**src/rtl/sirq_pkg.sv**
```systemverilog
package sirq_pkg;

    // Fixed geometry of the register window and source vector.
    localparam int unsigned SRC_W  = 32;
    localparam int unsigned ADDR_W = 12;
    localparam int unsigned OFF_W  = ADDR_W - 2;

    // Word offsets; software depends on these values.
    typedef enum logic [OFF_W-1:0] {
        REG_PEND    = 10'd0,
        REG_RAW     = 10'd1,
        REG_ENA_SET = 10'd2,
        REG_ENA_CLR = 10'd3,
        REG_SWI_SET = 10'd4,
        REG_SWI_CLR = 10'd5,
        REG_FWD_SET = 10'd8,
        REG_FWD_CLR = 10'd9
    } reg_sel_e;

    // One decoded register access.
    typedef struct packed {
        logic             rd;
        logic             wr;
        logic [OFF_W-1:0] off;
        logic [SRC_W-1:0] data;
    } bus_req_t;

    // Per-source state held by the register file.
    typedef struct packed {
        logic [SRC_W-1:0] ena;
        logic [SRC_W-1:0] fwd;
    } ctl_state_t;

    // Mask with ones from bit lo up to bit hi inclusive.
    function automatic logic [SRC_W-1:0] window_mask(int unsigned lo, int unsigned hi);
        logic [SRC_W-1:0] m;
        m = '0;
        for (int unsigned i = 0; i < SRC_W; i++) begin
            if (i >= lo && i <= hi) m[i] = 1'b1;
        end
        return m;
    endfunction

    // Offsets that hold write side effects.
    function automatic logic off_writable(logic [OFF_W-1:0] off);
        return (off == REG_ENA_SET) || (off == REG_ENA_CLR) ||
               (off == REG_SWI_SET) || (off == REG_SWI_CLR) ||
               (off == REG_FWD_SET) || (off == REG_FWD_CLR);
    endfunction

endpackage

```
**src/rtl/sirq_bus_decode.sv**
```systemverilog
module sirq_bus_decode
    import sirq_pkg::*;
(
    input  logic              sel,
    input  logic              wr,
    input  logic [ADDR_W-1:0] addr,
    input  logic [SRC_W-1:0]  wdata,
    output bus_req_t          req
);

    // Byte lanes below the word boundary carry no meaning here.
    logic unused_lsb;
    assign unused_lsb = ^addr[1:0];

    always_comb begin
        req.rd   = sel & ~wr;
        req.wr   = sel & wr;
        req.off  = addr[ADDR_W-1:2];
        req.data = wdata;
    end

endmodule

```
**src/rtl/sirq_regfile.sv**
```systemverilog
module sirq_regfile
    import sirq_pkg::*;
#(
    parameter int unsigned FWD_LO = 21,
    parameter int unsigned FWD_HI = 30
)(
    input  logic             clk,
    input  logic             rst,
    input  bus_req_t         req,
    input  logic [SRC_W-1:0] src,
    output ctl_state_t       ctl,
    output logic [SRC_W-1:0] rdata
);

    localparam logic [SRC_W-1:0] WIN = window_mask(FWD_LO, FWD_HI);

    ctl_state_t ctl_q;
    ctl_state_t ctl_d;

    // Next-state for the set/clear registers.
    always_comb begin
        ctl_d = ctl_q;
        if (req.wr) begin
            case (req.off)
                REG_ENA_SET: ctl_d.ena = ctl_q.ena | req.data;
                REG_ENA_CLR: ctl_d.ena = ctl_q.ena & ~req.data;
                REG_SWI_SET: if (|req.data) ctl_d.ena[0] = 1'b1;
                REG_SWI_CLR: if (|req.data) ctl_d.ena[0] = 1'b0;
                REG_FWD_SET: ctl_d.fwd = ctl_q.fwd | (req.data & WIN);
                REG_FWD_CLR: ctl_d.fwd = ctl_q.fwd & ~req.data;
                default:     ctl_d = ctl_q;
            endcase
        end
    end

    always_ff @(posedge clk) begin
        if (rst) ctl_q <= '0;
        else     ctl_q <= ctl_d;
    end

    // Combinational read path.
    always_comb begin
        rdata = '0;
        if (req.rd) begin
            case (req.off)
                REG_PEND:    rdata = src & ctl_q.ena;
                REG_RAW:     rdata = src;
                REG_ENA_SET: rdata = ctl_q.ena;
                REG_SWI_SET: rdata = {{(SRC_W-1){1'b0}}, src[0]};
                REG_FWD_SET: rdata = ctl_q.fwd;
                default:     rdata = '0;
            endcase
        end
    end

    assign ctl = ctl_q;

    AST_ENA_SET: assert property (@(posedge clk) disable iff (rst)
        (req.wr && req.off == REG_ENA_SET) |=> ((ctl_q.ena & $past(req.data)) == $past(req.data)));
    AST_ENA_CLR: assert property (@(posedge clk) disable iff (rst)
        (req.wr && req.off == REG_ENA_CLR) |=> ((ctl_q.ena & $past(req.data)) == '0));
    AST_SWI_SET: assert property (@(posedge clk) disable iff (rst)
        (req.wr && req.off == REG_SWI_SET && req.data != '0) |=> ctl_q.ena[0]);
    AST_SWI_CLR: assert property (@(posedge clk) disable iff (rst)
        (req.wr && req.off == REG_SWI_CLR && req.data != '0) |=> !ctl_q.ena[0]);
    AST_FWD_SET: assert property (@(posedge clk) disable iff (rst)
        (req.wr && req.off == REG_FWD_SET) |=>
        ((ctl_q.fwd & $past(req.data & WIN)) == $past(req.data & WIN)));
    AST_FWD_CLR: assert property (@(posedge clk) disable iff (rst)
        (req.wr && req.off == REG_FWD_CLR) |=> ((ctl_q.fwd & $past(req.data)) == '0));
    AST_UNDEF_HOLD: assert property (@(posedge clk) disable iff (rst)
        (req.wr && !off_writable(req.off)) |=> ($stable(ctl_q.ena) && $stable(ctl_q.fwd)));
    AST_IDLE_HOLD: assert property (@(posedge clk) disable iff (rst)
        !req.wr |=> ($stable(ctl_q.ena) && $stable(ctl_q.fwd)));
    AST_IDLE_RDATA: assert property (@(posedge clk) disable iff (rst)
        !req.rd |-> (rdata == '0));

endmodule

```
**src/rtl/sirq_summary.sv**
```systemverilog
module sirq_summary
    import sirq_pkg::*;
(
    input  logic             clk,
    input  logic             rst,
    input  logic [SRC_W-1:0] src,
    input  logic [SRC_W-1:0] ena,
    output logic             irq
);

    logic irq_q;

    always_ff @(posedge clk) begin
        if (rst) irq_q <= 1'b0;
        else     irq_q <= |(src & ena);
    end

    assign irq = irq_q;

    AST_SUMMARY_TRACK: assert property (@(posedge clk) disable iff (rst)
        1'b1 |=> (irq_q == $past(|(src & ena))));

endmodule

```
**src/rtl/sirq_route.sv**
```systemverilog
module sirq_route
    import sirq_pkg::*;
(
    input  logic             clk,
    input  logic             rst,
    input  logic [SRC_W-1:0] src,
    input  logic [SRC_W-1:0] fwd_en,
    output logic [SRC_W-1:0] fwd
);

    // One flop per line; a line whose enable is clear is forced low.
    for (genvar n = 0; n < SRC_W; n++) begin : g_line
        logic line_q;

        always_ff @(posedge clk) begin
            if (rst) line_q <= 1'b0;
            else     line_q <= fwd_en[n] & src[n];
        end

        assign fwd[n] = line_q;

        AST_FWD_TRACK: assert property (@(posedge clk) disable iff (rst)
            (fwd_en[n] && src[n]) |=> line_q);
        AST_FWD_OFF: assert property (@(posedge clk) disable iff (rst)
            !(fwd_en[n] && src[n]) |=> !line_q);
    end

endmodule

```
**src/rtl/sirq_aggregator.sv**
```systemverilog
module sirq_aggregator
    import sirq_pkg::*;
#(
    parameter int unsigned FWD_LO = 21,
    parameter int unsigned FWD_HI = 30
)(
    input  logic              clk,
    input  logic              rst,
    input  logic              sel_i,
    input  logic              wr_i,
    input  logic [ADDR_W-1:0] addr_i,
    input  logic [SRC_W-1:0]  wdata_i,
    output logic [SRC_W-1:0]  rdata_o,
    input  logic [SRC_W-1:0]  src_i,
    output logic              irq_o,
    output logic [SRC_W-1:0]  fwd_o
);

    localparam logic [SRC_W-1:0] WIN = window_mask(FWD_LO, FWD_HI);

    bus_req_t   req;
    ctl_state_t ctl;

    sirq_bus_decode u_decode (
        .sel   (sel_i),
        .wr    (wr_i),
        .addr  (addr_i),
        .wdata (wdata_i),
        .req   (req)
    );

    sirq_regfile #(
        .FWD_LO (FWD_LO),
        .FWD_HI (FWD_HI)
    ) u_regs (
        .clk   (clk),
        .rst   (rst),
        .req   (req),
        .src   (src_i),
        .ctl   (ctl),
        .rdata (rdata_o)
    );

    sirq_summary u_summary (
        .clk (clk),
        .rst (rst),
        .src (src_i),
        .ena (ctl.ena),
        .irq (irq_o)
    );

    sirq_route u_route (
        .clk    (clk),
        .rst    (rst),
        .src    (src_i),
        .fwd_en (ctl.fwd),
        .fwd    (fwd_o)
    );

    AST_FWD_WINDOW: assert property (@(posedge clk) disable iff (rst)
        1'b1 |=> ((fwd_o & ~WIN) == '0));
    AST_RESET_QUIET: assert property (@(posedge clk)
        rst |=> (!irq_o && fwd_o == '0));

endmodule

```
**config.mk**
```make
export PLATFORM = sky130hd
export DESIGN_NAME = sirq_aggregator
export DESIGN_NICKNAME = d
export VERILOG_FILES = /design/src/rtl/sirq_pkg.sv /design/src/rtl/sirq_bus_decode.sv /design/src/rtl/sirq_regfile.sv /design/src/rtl/sirq_summary.sv /design/src/rtl/sirq_route.sv /design/src/rtl/sirq_aggregator.sv
export SDC_FILE = /design/constraint.sdc
export NUM_CORES = 1
export LEC_CHECK = 0
export ABC_AREA = 1
export BUFFER_PORTS_ARGS = -buffer_cell sky130_fd_sc_hd__clkbuf_2
export CAP_MARGIN = 10
export CORE_AREA = 2 2 108 110
export DETAILED_ROUTE_END_ITERATION = 8
export DIE_AREA = 0 0 110 112
export PLACE_DENSITY = 0.82
export SETUP_SLACK_MARGIN = 0.05
export SYNTH_ARGS = -nofsm -noshare
export SYNTH_HDL_FRONTEND = slang
export SYNTH_SLANG_ARGS = --single-unit
```
**constraint.sdc**
```tcl
create_clock -name clk -period 1.5 [get_ports clk]
set_clock_uncertainty 0.2 [all_clocks]
set_input_delay 0.15 -clock clk [delete_from_list [all_inputs] [get_ports clk]]
set_output_delay 0.15 -clock clk [all_outputs]
set_load 0.01 [all_outputs]
```
; ---- After elaboration in Yosys (flattened, before gate mapping)
; Cells that the tools add are included.
[totals]
in_bits = 80
regBits = 97
elab_cells = 102
out_inout_bits = 65
[op_classes]
n_reduce_logical = 9
bitwise = 41
muxes = 7
n_eq_ne = 9
[ops]
columns = op, count
row1 = one-hot mux 32 bit (5 select lines), 1
row2 = bitwise AND 32 bit, 3
row3 = one-hot mux 32 bit (2 select lines), 1
row4 = OR reduction 32 bit, 2
row5 = one-hot mux 31 bit (2 select lines), 1
row6 = bitwise AND 1 bit, 34
row7 = 2-to-1 mux 32 bit, 1
row8 = NOT 32 bit, 1
row9 = bitwise OR 32 x 31 -> 32 bit, 1
row10 = bitwise OR 32 bit, 1
row11 = equality test 10 x 2 -> 1 bit (second input constant), 2
row12 = equality test 10 x 3 -> 1 bit (second input constant), 2
row13 = equality test 10 x 4 -> 1 bit (second input constant), 2
row14 = equality test 10 x 1 -> 1 bit (second input constant), 1
row15 = zero test 10 bit, 1
row16 = != test 2 x 1 -> 1 bit (second input constant), 2
row17 = one-hot mux 1 bit (4 select lines), 1
row18 = AND reduction 2 bit, 2
row19 = AND reduction 4 bit, 1
row20 = nonzero test 2 bit, 2
row21 = nonzero test 4 bit, 1
row22 = 2-to-1 mux 1 bit, 2
row23 = NOT 1 bit, 1

; ---- Logic depth before layout (Yosys ltp)
[depth]
ltp_word = 3
mapped_depth = 11
mapped_depth_nobuf = 11

; ---- Hierarchy
; From an unflattened synthesis, not the netlist that was laid out.
[unflattened]
hier_cells = 833
hier_area_um2 = 5454.0
[modules_own_cells]
columns = mod, n_inst, cells_each, area_per_inst_um2, seq_area_each_um2
row1 = sirq_regfile, 1, 592, 3708.6, 1281.2
row2 = sirq_route, 1, 131, 1154.9, 640.6
row3 = sirq_bus_decode, 1, 46, 332.8, 0.0
row4 = sirq_summary, 1, 64, 257.7, 20.0

; ---- Worst setup path after synthesis
; OpenSTA, ideal clock, no wires.
[synth_timing]
kind = input port to output port
start = input addr_i[7]
end = output rdata_o[18]
path_buffers = 1
t_required_ns = 1.150
path_slack_ns = -0.195
arrival_ns = 1.345
stages = 10
path_cell_list = nor2_1 nand2_2 nor2_4 nand2_1 nand2_1 nor2_1 nor2_2 inv_2 buf_6 nor2_1
[synth_between]
elab_chain_len = 3
elab_cells_between_ends = 7
cone_classes = eq/ne (4) / mux (2) / reduce/logical (1)
[synth_lines]
columns = element, line_no
row1 = start: declaration, sirq_aggregator.sv:11  ; input logic [ADDR_W-1:0] addr_i,
row2 = "equality test 10 x 4 -> 1 bit, or another cell as far along", sirq_regfile.sv:45  ; case (req.off)
row3 = one-hot mux 32 bit (5 select lines) (*), sirq_regfile.sv:45
row4 = 2-to-1 mux 32 bit (*), sirq_regfile.sv:44  ; if (req.rd) begin
row5 = end: declaration, sirq_aggregator.sv:13  ; output logic [SRC_W-1:0] rdata_o,
; Mark *: on every way between the ends. The rest lies on a longest branch, timed or not.

; ---- Worst setup path after layout
[layout_timing]
start = input addr_i[10]
end = output rdata_o[0]
; Same word-level chain as after synthesis.

==> flow_summary.ini <==
[outcome]
run_status = finished with violations
violations = setup timing

[clocking]
clock_path_buffers = 2
insertion_delay_ps = 350
cts_tree = built
cts.clk_slew.worst_paths_ps = 70
cts_max_level = 3
cts.sinks = 97
cts-buffers-inserted = 9
root_buffer = clkbuf_16

[routing]
drc = 0
drtAntennaViolNets = 0
drt_wl_total_um = 21100
first_iter_violations = 789
num_vias = 6683
drt-pass1-iter-count = 7
route.detailed.wl_per_inst_um = 18.2
via_per_inst = 5.75

[power_and_ir_drop]
p_leak_nw = 3.43
p_int_mw = 4.34
sw_frac_of_total_pct = 23.6
pwr-share-comb_pct = 10.9
pwr_density_cell_mw_per_mm2 = 707
ir_drop_mv = 0.568
p_clk_share_pct = 43.9
p_switching_mw = 1.34
pwr-share-seq_pct = 45.3

[timing]
hold_ws_ps = 14.1
hold_viol_final = 0
fmax_mhz = 517
period_share_pct = 129
setup_violations = 42
slew_headroom_pct = 72.7
min_period_ps = 1930
setup_slack_ps = -433
rsz0062_at_grt = yes
fin_tns_setup_ps = -11830
tightest_slew_ps = 409
slew_violations = 0

[placed_design]
dpl_cell_area_mm2 = 0.00636
gp_congestion = 0.891
post-dp-hpwl_um = 11600
port_buffers = 142

[min_path]
holdCritStartpoint = wdata_i[21]
hold_path_depth = 4
hp-class = in -> reg

[synth]
syn-num-nets = 888
synthCells = 808
ys_warn_count = 0
syn_area_mm2 = 0.00523
syn_area_per_cell_um2 = 6.47
ys_seq_elements = 97
yosysSeqAreaShare_pct = 37.1
synth.distinct_cells = 25

[layout]
mostFrequentLayoutCell = nand2_1
area_growth_pct = 53.9
final_area_mm2 = 0.00805
antenna_cells = 0
final_cell_mix = 149 x nand2_1, 133 x clkbuf_2, 103 x inv_1
nets = 1096
drive_above_1_share_pct = 33.7
post-route-util_pct = 72.0

[floorplanning]
io_pins = 145
die_height_um = 112
die_w_um = 110
dieArea_mm2 = 0.0123
initial_core_util_pct = 46.8
core_mm2 = 0.0112
fp-row-count = 39

[critical_path]
worstPathCellList = buf_8 -> nor2_4 -> nand2_2 -> nor2_4 -> buf_6 -> nand3_4 -> clkinv_1 -> nand2_1 -> nand4_1 -> nand2_1 -> inv_1 -> clkbuf_2
cpMaxStageDelayCell = clkinv_1
r2r_setup_slack_ps = 110
crit_buf_inv = 5
start_kind = primary input
cp.required_ps = 1150
r2r-end = u_summary.irq
reg2regPathDepth = 5
cp_top_family = simple AND/OR/NAND/NOR gates
cp-end-kind = output pin
arrival_ps = 1580
critPathMaxStageDelay_ps = 210
cp-startpoint = addr_i[10]
crit_type = in -> out
worst-path-max-fanout = 9

[global_route]
grt_start_max_net_pins = 66
grt_pass1_vias = 6328
overflow = 0
antenna_found_initial = 0
grt_use_total_pct = 31.9
grt_pass1_wl_um = 30600

[run]
maxCapViolCount = 0
-- worst max-delay path by stage --
stage	slack [ps]	to	cells after the start
2_1_floorplan	-120	rdata_o[15]	10
3_3_place_gp	-380	rdata_o[13]	10
3_5_place_dp	-440	rdata_o[30]	11
4_1_cts	-370	rdata_o[16]	12
5_1_grt	-550	rdata_o[0]	12
6_report	-430	rdata_o[0]	12
-- cell usage after synthesis --
library cell	count	area [µm²]
nand2_1	182	683
nor2_1	105	394
inv_1	104	390
dfxtp_1	97	1940
o21ai_0	64	320
a21oi_1	56	280
nand4_1	35	219
buf_4	34	255
nand3_1	30	150
clkbuf_1	24	90.1
nor2_2	17	106
nor3_1	14	70.1
o211ai_1	9	67.6
o22ai_1	8	50.1
a21oi_2	7	61.3
buf_2	6	30.0
buf_6	3	33.8
inv_2	3	11.3
nand2_2	3	18.8
nor2_4	2	22.5
a21oi_4	1	16.3
and2_1	1	6.26
buf_1	1	3.75
clkinv_1	1	3.75
o21ai_1	1	5.00
-- area by class of cell --
class	count	area, µm²
Fill cell	726	3130
Tap cell	143	179
Clock inverter	3	65.1
Inverter	108	418
Sequential cell	97	1940
Timing Repair Buffer	265	2110
Multi-Input combinational cell	535	3090
Clock buffer	12	246
-- routing by layer --
layer / part of all wire (%) / track usage [%] / up-vias
li1: - / - / 2987
met1: 35 / 39.7 / 2985
met2: 46 / 51.7 / 559
met3: 11 / 5.85 / 152
met4: 7.3 / 16.5 / 0
met5: 0 / 0 / -
-- worst min-delay path: stages --
cell,delay (ps)
clkbuf_2,120
inv_1,60
o21ai_0,150
a21oi_1,40
-- stage by stage --
step | power (mW) | setup WS (ps) | instances
6_report | 5.69 | -433 | 1163
3_3_place_gp | 3.01 | -378 | 1067
4_1_cts | 5.57 | -374 | 1154
2_1_floorplan | 2.77 | -118 | 808
3_5_place_dp | 3.01 | -444 | 1067
5_1_grt | 5.80 | -554 | 1163
-- power groups by stage --
stage / sequential (mW) / combinational [mW] / clock [mW]
2_1_floorplan: 2.63 / 0.139 / 0
3_3_place_gp: 2.63 / 0.374 / 0
3_5_place_dp: 2.63 / 0.379 / 0
4_1_cts: 2.58 / 0.527 / 2.47
5_1_grt: 2.57 / 0.647 / 2.58
6_report: 2.57 / 0.618 / 2.49
-- kinds of logic (layout without fill, tap and decap cells) --
logic type             Yosys count  count (layout)  share of synthesized area [%]
buffers and inverters          176             388                           15.6
flip-flops                      97              97                           37.1
AND/OR/NAND/NOR                389             389                           31.9
AO/OA/AOI/OAI                  146             146                           15.3
-- repair_timing --
action,4_1_cts,5_1_grt
endpoints found under the hold margin,94,0
hold buffers,65,0
cloned,4,1
pin swaps,14,25
setup buffers,6,11
resized for setup,54,146
setup endpoints to repair,35,92
Power figures use the tool's default switching activity.
